==> config.mk <==
export PLATFORM = sky130hd
export DESIGN_NAME = dram_range_router
export DESIGN_NICKNAME = d
export VERILOG_FILES = /design/src/rtl/drr_pkg.sv /design/src/rtl/drr_regfile.sv /design/src/rtl/drr_pair_match.sv /design/src/rtl/drr_first_hit.sv /design/src/rtl/dram_range_router.sv
export SDC_FILE = /design/constraint.sdc
export NUM_CORES = 1
export LEC_CHECK = 0
export BUFFER_PORTS_ARGS = -buffer_cell sky130_fd_sc_hd__buf_4
export CAP_MARGIN = 20
export CORE_UTILIZATION = 35
export CTS_CLUSTER_DIAMETER = 80
export DETAILED_ROUTE_END_ITERATION = 10
export PLACE_DENSITY = 0.6
export SLEW_MARGIN = 30
export SYNTH_ARGS = -nofsm -noshare
export SYNTH_HDL_FRONTEND = slang
export SYNTH_SLANG_ARGS = --single-unit
export TNS_END_PERCENT = 50
==> constraint.sdc <==
create_clock -name clk -period 3.8 [get_ports clk]
set_input_delay 0.38 -clock clk [delete_from_list [all_inputs] [get_ports clk]]
set_output_delay 0.38 -clock clk [all_outputs]
set_load 0.02 [all_outputs]
==> src/rtl/drr_pkg.sv <==
package drr_pkg;
  localparam int REG_W  = 32;
  localparam int HI_W   = 16;
  localparam int NODE_W = 3;
  localparam int ILV_W  = 3;

  // Base word fields: [31:16] start, [10:8] interleave code, [1] wr en, [0] rd en
  typedef struct packed {
    logic [HI_W-1:0]  hi;
    logic [ILV_W-1:0] code;
    logic             wr_en;
    logic             rd_en;
  } base_t;

  // Limit word fields: [31:16] end, [10:8] interleave select, [2:0] node
  typedef struct packed {
    logic [HI_W-1:0]   hi;
    logic [ILV_W-1:0]  sel;
    logic [NODE_W-1:0] node;
  } limit_t;

  // Which of A[14:12] take part in the interleave compare (bit0 = A12)
  function automatic logic [ILV_W-1:0] ilv_bits(input logic [ILV_W-1:0] code);
    case (code)
      3'b001:  return 3'b001;
      3'b011:  return 3'b101;
      3'b111:  return 3'b111;
      default: return 3'b000;
    endcase
  endfunction

  function automatic logic in_window(input logic [HI_W-1:0] a,
                                     input logic [HI_W-1:0] lo,
                                     input logic [HI_W-1:0] hi);
    return (a >= lo) && (a <= hi);
  endfunction

  function automatic logic [REG_W-1:0] pack_base(input base_t b);
    return {b.hi, 5'd0, b.code, 6'd0, b.wr_en, b.rd_en};
  endfunction

  function automatic logic [REG_W-1:0] pack_limit(input limit_t l);
    return {l.hi, 5'd0, l.sel, 5'd0, l.node};
  endfunction
endpackage

==> src/rtl/drr_regfile.sv <==
module drr_regfile
  import drr_pkg::*;
#(
  parameter int NUM_PAIRS = 8,
  localparam int PAIR_W = $clog2(NUM_PAIRS),
  localparam int IDX_W  = PAIR_W + 1
) (
  input  logic                 clk,
  input  logic                 rst_n,
  input  logic                 cfg_we,
  input  logic [IDX_W-1:0]     cfg_addr,
  input  logic [REG_W-1:0]     cfg_wdata,
  output logic [REG_W-1:0]     cfg_rdata,
  output base_t                base_q  [NUM_PAIRS],
  output limit_t               limit_q [NUM_PAIRS]
);
  logic [PAIR_W-1:0] wr_pair;
  logic              wr_is_limit;

  assign wr_pair     = cfg_addr[IDX_W-1:1];
  assign wr_is_limit = cfg_addr[0];

  for (genvar p = 0; p < NUM_PAIRS; p++) begin : g_pair
    always_ff @(posedge clk) begin
      if (!rst_n) begin
        base_q[p]  <= '0;
        limit_q[p] <= '0;
      end else if (cfg_we && (wr_pair == PAIR_W'(p))) begin
        if (wr_is_limit) begin
          limit_q[p].hi   <= cfg_wdata[31:16];
          limit_q[p].sel  <= cfg_wdata[10:8];
          limit_q[p].node <= cfg_wdata[2:0];
        end else begin
          base_q[p].hi    <= cfg_wdata[31:16];
          base_q[p].code  <= cfg_wdata[10:8];
          base_q[p].wr_en <= cfg_wdata[1];
          base_q[p].rd_en <= cfg_wdata[0];
        end
      end
    end
  end

  always_comb begin
    if (wr_is_limit) cfg_rdata = pack_limit(limit_q[wr_pair]);
    else             cfg_rdata = pack_base(base_q[wr_pair]);
  end


  base_write_lands_chk: assert property (@(posedge clk) disable iff (!rst_n)
    (cfg_we && !wr_is_limit) |=> (base_q[$past(wr_pair)].hi == $past(cfg_wdata[31:16])));

  limit_write_lands_chk: assert property (@(posedge clk) disable iff (!rst_n)
    (cfg_we && wr_is_limit) |=> (limit_q[$past(wr_pair)].node == $past(cfg_wdata[2:0])));
endmodule

==> src/rtl/drr_pair_match.sv <==
module drr_pair_match
  import drr_pkg::*;
(
  input  base_t            base_i,
  input  limit_t           limit_i,
  input  logic [HI_W-1:0]  addr_hi_i,
  input  logic [ILV_W-1:0] addr_ilv_i,
  input  logic             is_wr_i,
  output logic             hit_o
);
  logic             kind_ok;
  logic             range_ok;
  logic [ILV_W-1:0] cmp_mask;
  logic             ilv_ok;

  assign kind_ok  = is_wr_i ? base_i.wr_en : base_i.rd_en;
  assign range_ok = in_window(addr_hi_i, base_i.hi, limit_i.hi);
  assign cmp_mask = ilv_bits(base_i.code);
  assign ilv_ok   = ((addr_ilv_i ^ limit_i.sel) & cmp_mask) == '0;
  assign hit_o    = kind_ok && range_ok && ilv_ok;
endmodule

==> src/rtl/drr_first_hit.sv <==
module drr_first_hit #(
  parameter int N = 8,
  localparam int IW = $clog2(N)
) (
  input  logic [N-1:0]  hits_i,
  output logic          any_o,
  output logic [IW-1:0] idx_o,
  output logic [N-1:0]  grant_o
);
  always_comb begin
    idx_o   = '0;
    grant_o = '0;
    for (int k = N - 1; k >= 0; k--) begin
      if (hits_i[k]) begin
        idx_o   = IW'(k);
        grant_o = N'(1) << k;
      end
    end
  end
  assign any_o = |hits_i;
endmodule

==> src/rtl/dram_range_router.sv <==
module dram_range_router
  import drr_pkg::*;
#(
  parameter int NUM_PAIRS = 8,
  parameter int ADDR_W    = 40,
  localparam int PAIR_W = $clog2(NUM_PAIRS),
  localparam int IDX_W  = PAIR_W + 1
) (
  input  logic              clk,
  input  logic              rst_n,
  input  logic              cfg_we,
  input  logic [IDX_W-1:0]  cfg_addr,
  input  logic [REG_W-1:0]  cfg_wdata,
  output logic [REG_W-1:0]  cfg_rdata,
  input  logic              req_valid,
  input  logic [ADDR_W-1:0] req_addr,
  input  logic              req_wr,
  output logic              rsp_valid,
  output logic              rsp_hit,
  output logic [NODE_W-1:0] rsp_node
);
  base_t               base_q  [NUM_PAIRS];
  limit_t              limit_q [NUM_PAIRS];
  logic [NUM_PAIRS-1:0] hit_vec;
  logic [NUM_PAIRS-1:0] grant_vec;
  logic                 any_hit;
  logic [PAIR_W-1:0]    win_idx;
  logic [HI_W-1:0]      addr_hi;
  logic [ILV_W-1:0]     addr_ilv;
  logic                 unused_addr_bits;

  assign addr_hi          = req_addr[ADDR_W-1 -: HI_W];
  assign addr_ilv         = req_addr[14:12];
  assign unused_addr_bits = ^{req_addr[ADDR_W-HI_W-1:15], req_addr[11:0]};

  drr_regfile #(.NUM_PAIRS(NUM_PAIRS)) u_regs (
    .clk      (clk),
    .rst_n    (rst_n),
    .cfg_we   (cfg_we),
    .cfg_addr (cfg_addr),
    .cfg_wdata(cfg_wdata),
    .cfg_rdata(cfg_rdata),
    .base_q   (base_q),
    .limit_q  (limit_q)
  );

  for (genvar p = 0; p < NUM_PAIRS; p++) begin : g_match
    drr_pair_match u_match (
      .base_i    (base_q[p]),
      .limit_i   (limit_q[p]),
      .addr_hi_i (addr_hi),
      .addr_ilv_i(addr_ilv),
      .is_wr_i   (req_wr),
      .hit_o     (hit_vec[p])
    );
  end

  drr_first_hit #(.N(NUM_PAIRS)) u_pick (
    .hits_i (hit_vec),
    .any_o  (any_hit),
    .idx_o  (win_idx),
    .grant_o(grant_vec)
  );

  always_ff @(posedge clk) begin
    if (!rst_n) begin
      rsp_valid <= 1'b0;
      rsp_hit   <= 1'b0;
      rsp_node  <= '0;
    end else begin
      rsp_valid <= req_valid;
      rsp_hit   <= req_valid && any_hit;
      rsp_node  <= (req_valid && any_hit) ? limit_q[win_idx].node : '0;
    end
  end


  rsp_follows_req_chk: assert property (@(posedge clk) disable iff (!rst_n)
    req_valid |=> rsp_valid);

  rsp_idle_chk: assert property (@(posedge clk) disable iff (!rst_n)
    !req_valid |=> (!rsp_valid && !rsp_hit));

  miss_node_zero_chk: assert property (@(posedge clk) disable iff (!rst_n)
    (rsp_valid && !rsp_hit) |-> (rsp_node == '0));

  single_grant_chk: assert property (@(posedge clk) disable iff (!rst_n)
    $onehot0(grant_vec));

  lowest_wins_chk: assert property (@(posedge clk) disable iff (!rst_n)
    (hit_vec != '0) |-> ((grant_vec != '0) && ((hit_vec & (grant_vec - 1'b1)) == '0)));
endmodule

==> metrics <==
clk slew on worst S/H paths=0.06 ns; I/O pins=118; slowest cell on the critical path=a31oi_1; CTS Buffer Depth=3; reg2reg setup slack=0.31 ns; most numerous cell in the Yosys netlist=nand2_1; post-layout util=0.4013; CP max stage delay=0.43 ns; vias in the first global route=17970; CP Depth=13; Vias=19360; clk_lat worst skew=0.58 ns; DR pass1 iterations=5; Setup Skew=0.01041 ns; worst r2r dst=rsp_node[2]; Max-slew headroom=0.3976; synth cell count leaders=760 x nand2_1, 349 x dfxtp_1, 347 x a21boi_0, 256 x ha_1, 253 x inv_1; DRT Wirelength=77110 um; Cell Chain, Critical Path=inv_1, ha_1, nand4_1, nor3_1, o311ai_0, a31oi_1, o2bb2ai_1, buf_4, nand3_2, a31oi_2, mux2i_1, mux2i_1, o211a_1; run status=completed; GRT overflow=0; Final Hold Violating Endpoints=0; synth warn=0; htree depth=2; Die Y=256.9 um; Core ar.=0.06435 mm2; Async S/R FF share, synth=0; Main synth FF type=dfxtp_1; met2 wire length=34300 um; Worst R2R Path Depth=13; Starting Density=0.3535; WP buf/inv=2; largest net degree at the start of global routing=104; critical path endpoint=rsp_node[2]; drt wl/cell=21.34 um; Rows=93; placed cell area=0.02437 mm2; kind of critical path=flop to flop; post_cts resized=0; Post-Syn Area=0.02275 mm2; DP HPWL=55780 um; Synth top area share=0.3072; final net count=3064; die area=0.06601 mm2; Avg Inst Size Synth=8.390 um2; worst path arrival time=3.96 ns; top sig layer=met4; PwrDens=352.5 mW/mm2; Setup crit start kind=flop; Reg-to-Reg Start=u_regs.base_q[20]; Setup crit start=u_regs.base_q[20]; CP endpoint kind=flop; initial antenna violation count=1; Clock Sinks=349; largest cells by area after synthesis=dfxtp_1 31%, ha_1 14%, nand2_1 13%; Yosys cell types=77; clk root buf=clkbuf_16; Critical Path Most Common Cell=mux2i_1; setup TNS=0 ns; EDFF count, synth=0; Area Growth Syn to Fin=13.53%; post-synthesis cell count=2711; ANT nets after route=0; area leader, netlist=dfxtp_1; endpoints failing setup=0; Max rail drop VDD=284.9 uV; DR WL met3=5917 um; Hold-fix buffers, CTS=0; Worst EP required=4.26 ns; crit-path leading delay family=compound AO/OA/AOI/OAI gates; max cap viols=0; share of post-route cells with drive strength above 1=0.1330; via-per-instance ratio=5.357; setup repair bufs after CTS=0; Seq cells post-synth=349; CTS tree=yes; total CTS buffers=42; drc violations=0; GPL Wtd Cong=0.9234; Tmin final=3.493 ns; Overall Global Routing Usage=0.2317; ant diodes=0; leak pwr=8.941 nW; RSZ-0062 raised after global routing=false; I/O Buffers=76; period utilization=0.9192; detailed-routing wirelength on met1=34500 um; total power=9.104 mW; Final Instance Area=0.02582 mm2; slew of the pin with the lowest slew margin=0.8986 ns; Seq/Total Area, Yosys=0.3072; first-pass GRT wire length=116600 um; count of pins over their slew limit=0; die width=256.9 um; initial drt markers=1721; highest fanout seen on the critical path=4; fmax=286.3 MHz; HP Class=input port to flop
## flip-flops by register name, indices dropped and copies added (netlist names)
| name | flops |
|---|---|
| u_regs.limit_q | 176 |
| u_regs.base_q | 168 |
| rsp_node | 3 |
| rsp_hit | 1 |
| rsp_valid | 1 |
## layout by cell type (no fill, tap or decap), types with 26 or more instances in the layout
cell type / Yosys / routed
nand2_1: 760 / 758
dfxtp_1: 349 / 349
a21boi_0: 347 / 347
ha_1: 256 / 256
inv_1: 253 / 253
buf_4: 10 / 140
mux4_2: 107 / 107
a21oi_1: 90 / 90
clkbuf_16: 0 / 45
nand4_1: 34 / 34
nand3_1: 28 / 28
a21o_1: 27 / 27
nor2_1: 38 / 26
o21ai_0: 26 / 26
## layer usage
metal | GRT usage | vias up
li1 | - | 9269
met1 | 0.3246 | 9227
met2 | 0.3598 | 744
met3 | 0.04157 | 122
met4 | 0.07242 | 0
met5 | 0 | -
## area by class of cell
type | count | area [um2]
multi-input cells | 1931 | 14140
flip-flops and latches | 349 | 6987
well taps | 855 | 1070
clock buffers | 59 | 1299
repair buffers | 150 | 1227
fillers | 6378 | 38520
inverters | 253 | 949.7
clock inverters | 17 | 153.9
## where the power goes
| group | internal [mW] | switching [mW] | leakage (nW) | total, mW |
|---|---|---|---|---|
| clock | 2.52 | 1.73 | 0.720 | 4.25 |
| sequential | 3.71 | 0.0402 | 2.82 | 3.75 |
| combinational | 0.427 | 0.683 | 5.40 | 1.11 |
| total | 6.66 | 2.45 | 8.94 | 9.10 |
## worst register-to-register path, stage by stage (launching register included)
cell and delay (ns):
dfxtp_1 0.35, inv_1 0.06, ha_1 0.31, nand4_1 0.15, nor3_1 0.38, o311ai_0 0.29, a31oi_1 0.43, o2bb2ai_1 0.18
buf_4 0.17, nand3_2 0.11, a31oi_2 0.40, mux2i_1 0.24, mux2i_1 0.10, o211a_1 0.22
## worst min path at each step
stage,from,endpoint,slack [ns],cells after the start
after floorplan,u_regs.limit_q[45],u_regs.limit_q[45],0.45,2
after global placement,u_regs.base_q[2],u_regs.base_q[2],0.46,2
after detailed placement,u_regs.base_q[106],u_regs.base_q[106],0.47,2
after CTS,cfg_wdata[2],u_regs.limit_q[112],0.09,3
after global routing,cfg_wdata[2],u_regs.limit_q[112],0.10,3
final,cfg_wdata[2],u_regs.limit_q[112],0.11,3
## through the flow
stage / hold WS (ns) / std cells / worst slack (ns)
2_1_floorplan: 0.4482 / 2720 / 0.7976
3_3_place_gp: 0.4639 / 3538 / 0.2063
3_5_place_dp: 0.4708 / 3538 / 0.1524
4_1_cts: 0.09085 / 3614 / 0.2958
5_1_grt: 0.1033 / 3614 / 0.01725
6_report: 0.1126 / 3614 / 0.3071
## cell families (layout without fill, tap and decap cells)
group | Yosys count | after routing | share of synthesized area
AO/OA/AOI/OAI | 582 | 582 | 0.1840
XOR/XNOR | 24 | 24 | 0.009241
adder cells (fa/ha/maj) | 256 | 256 | 0.1408
buffers and inverters | 440 | 479 | 0.07520
flip-flops | 349 | 349 | 0.3072
multiplexers | 126 | 126 | 0.1144
other | 1 | 10 | 0.0001649
AND/OR/NAND/NOR | 933 | 933 | 0.1690
Note: power is estimated with default switching activity, not from simulation.
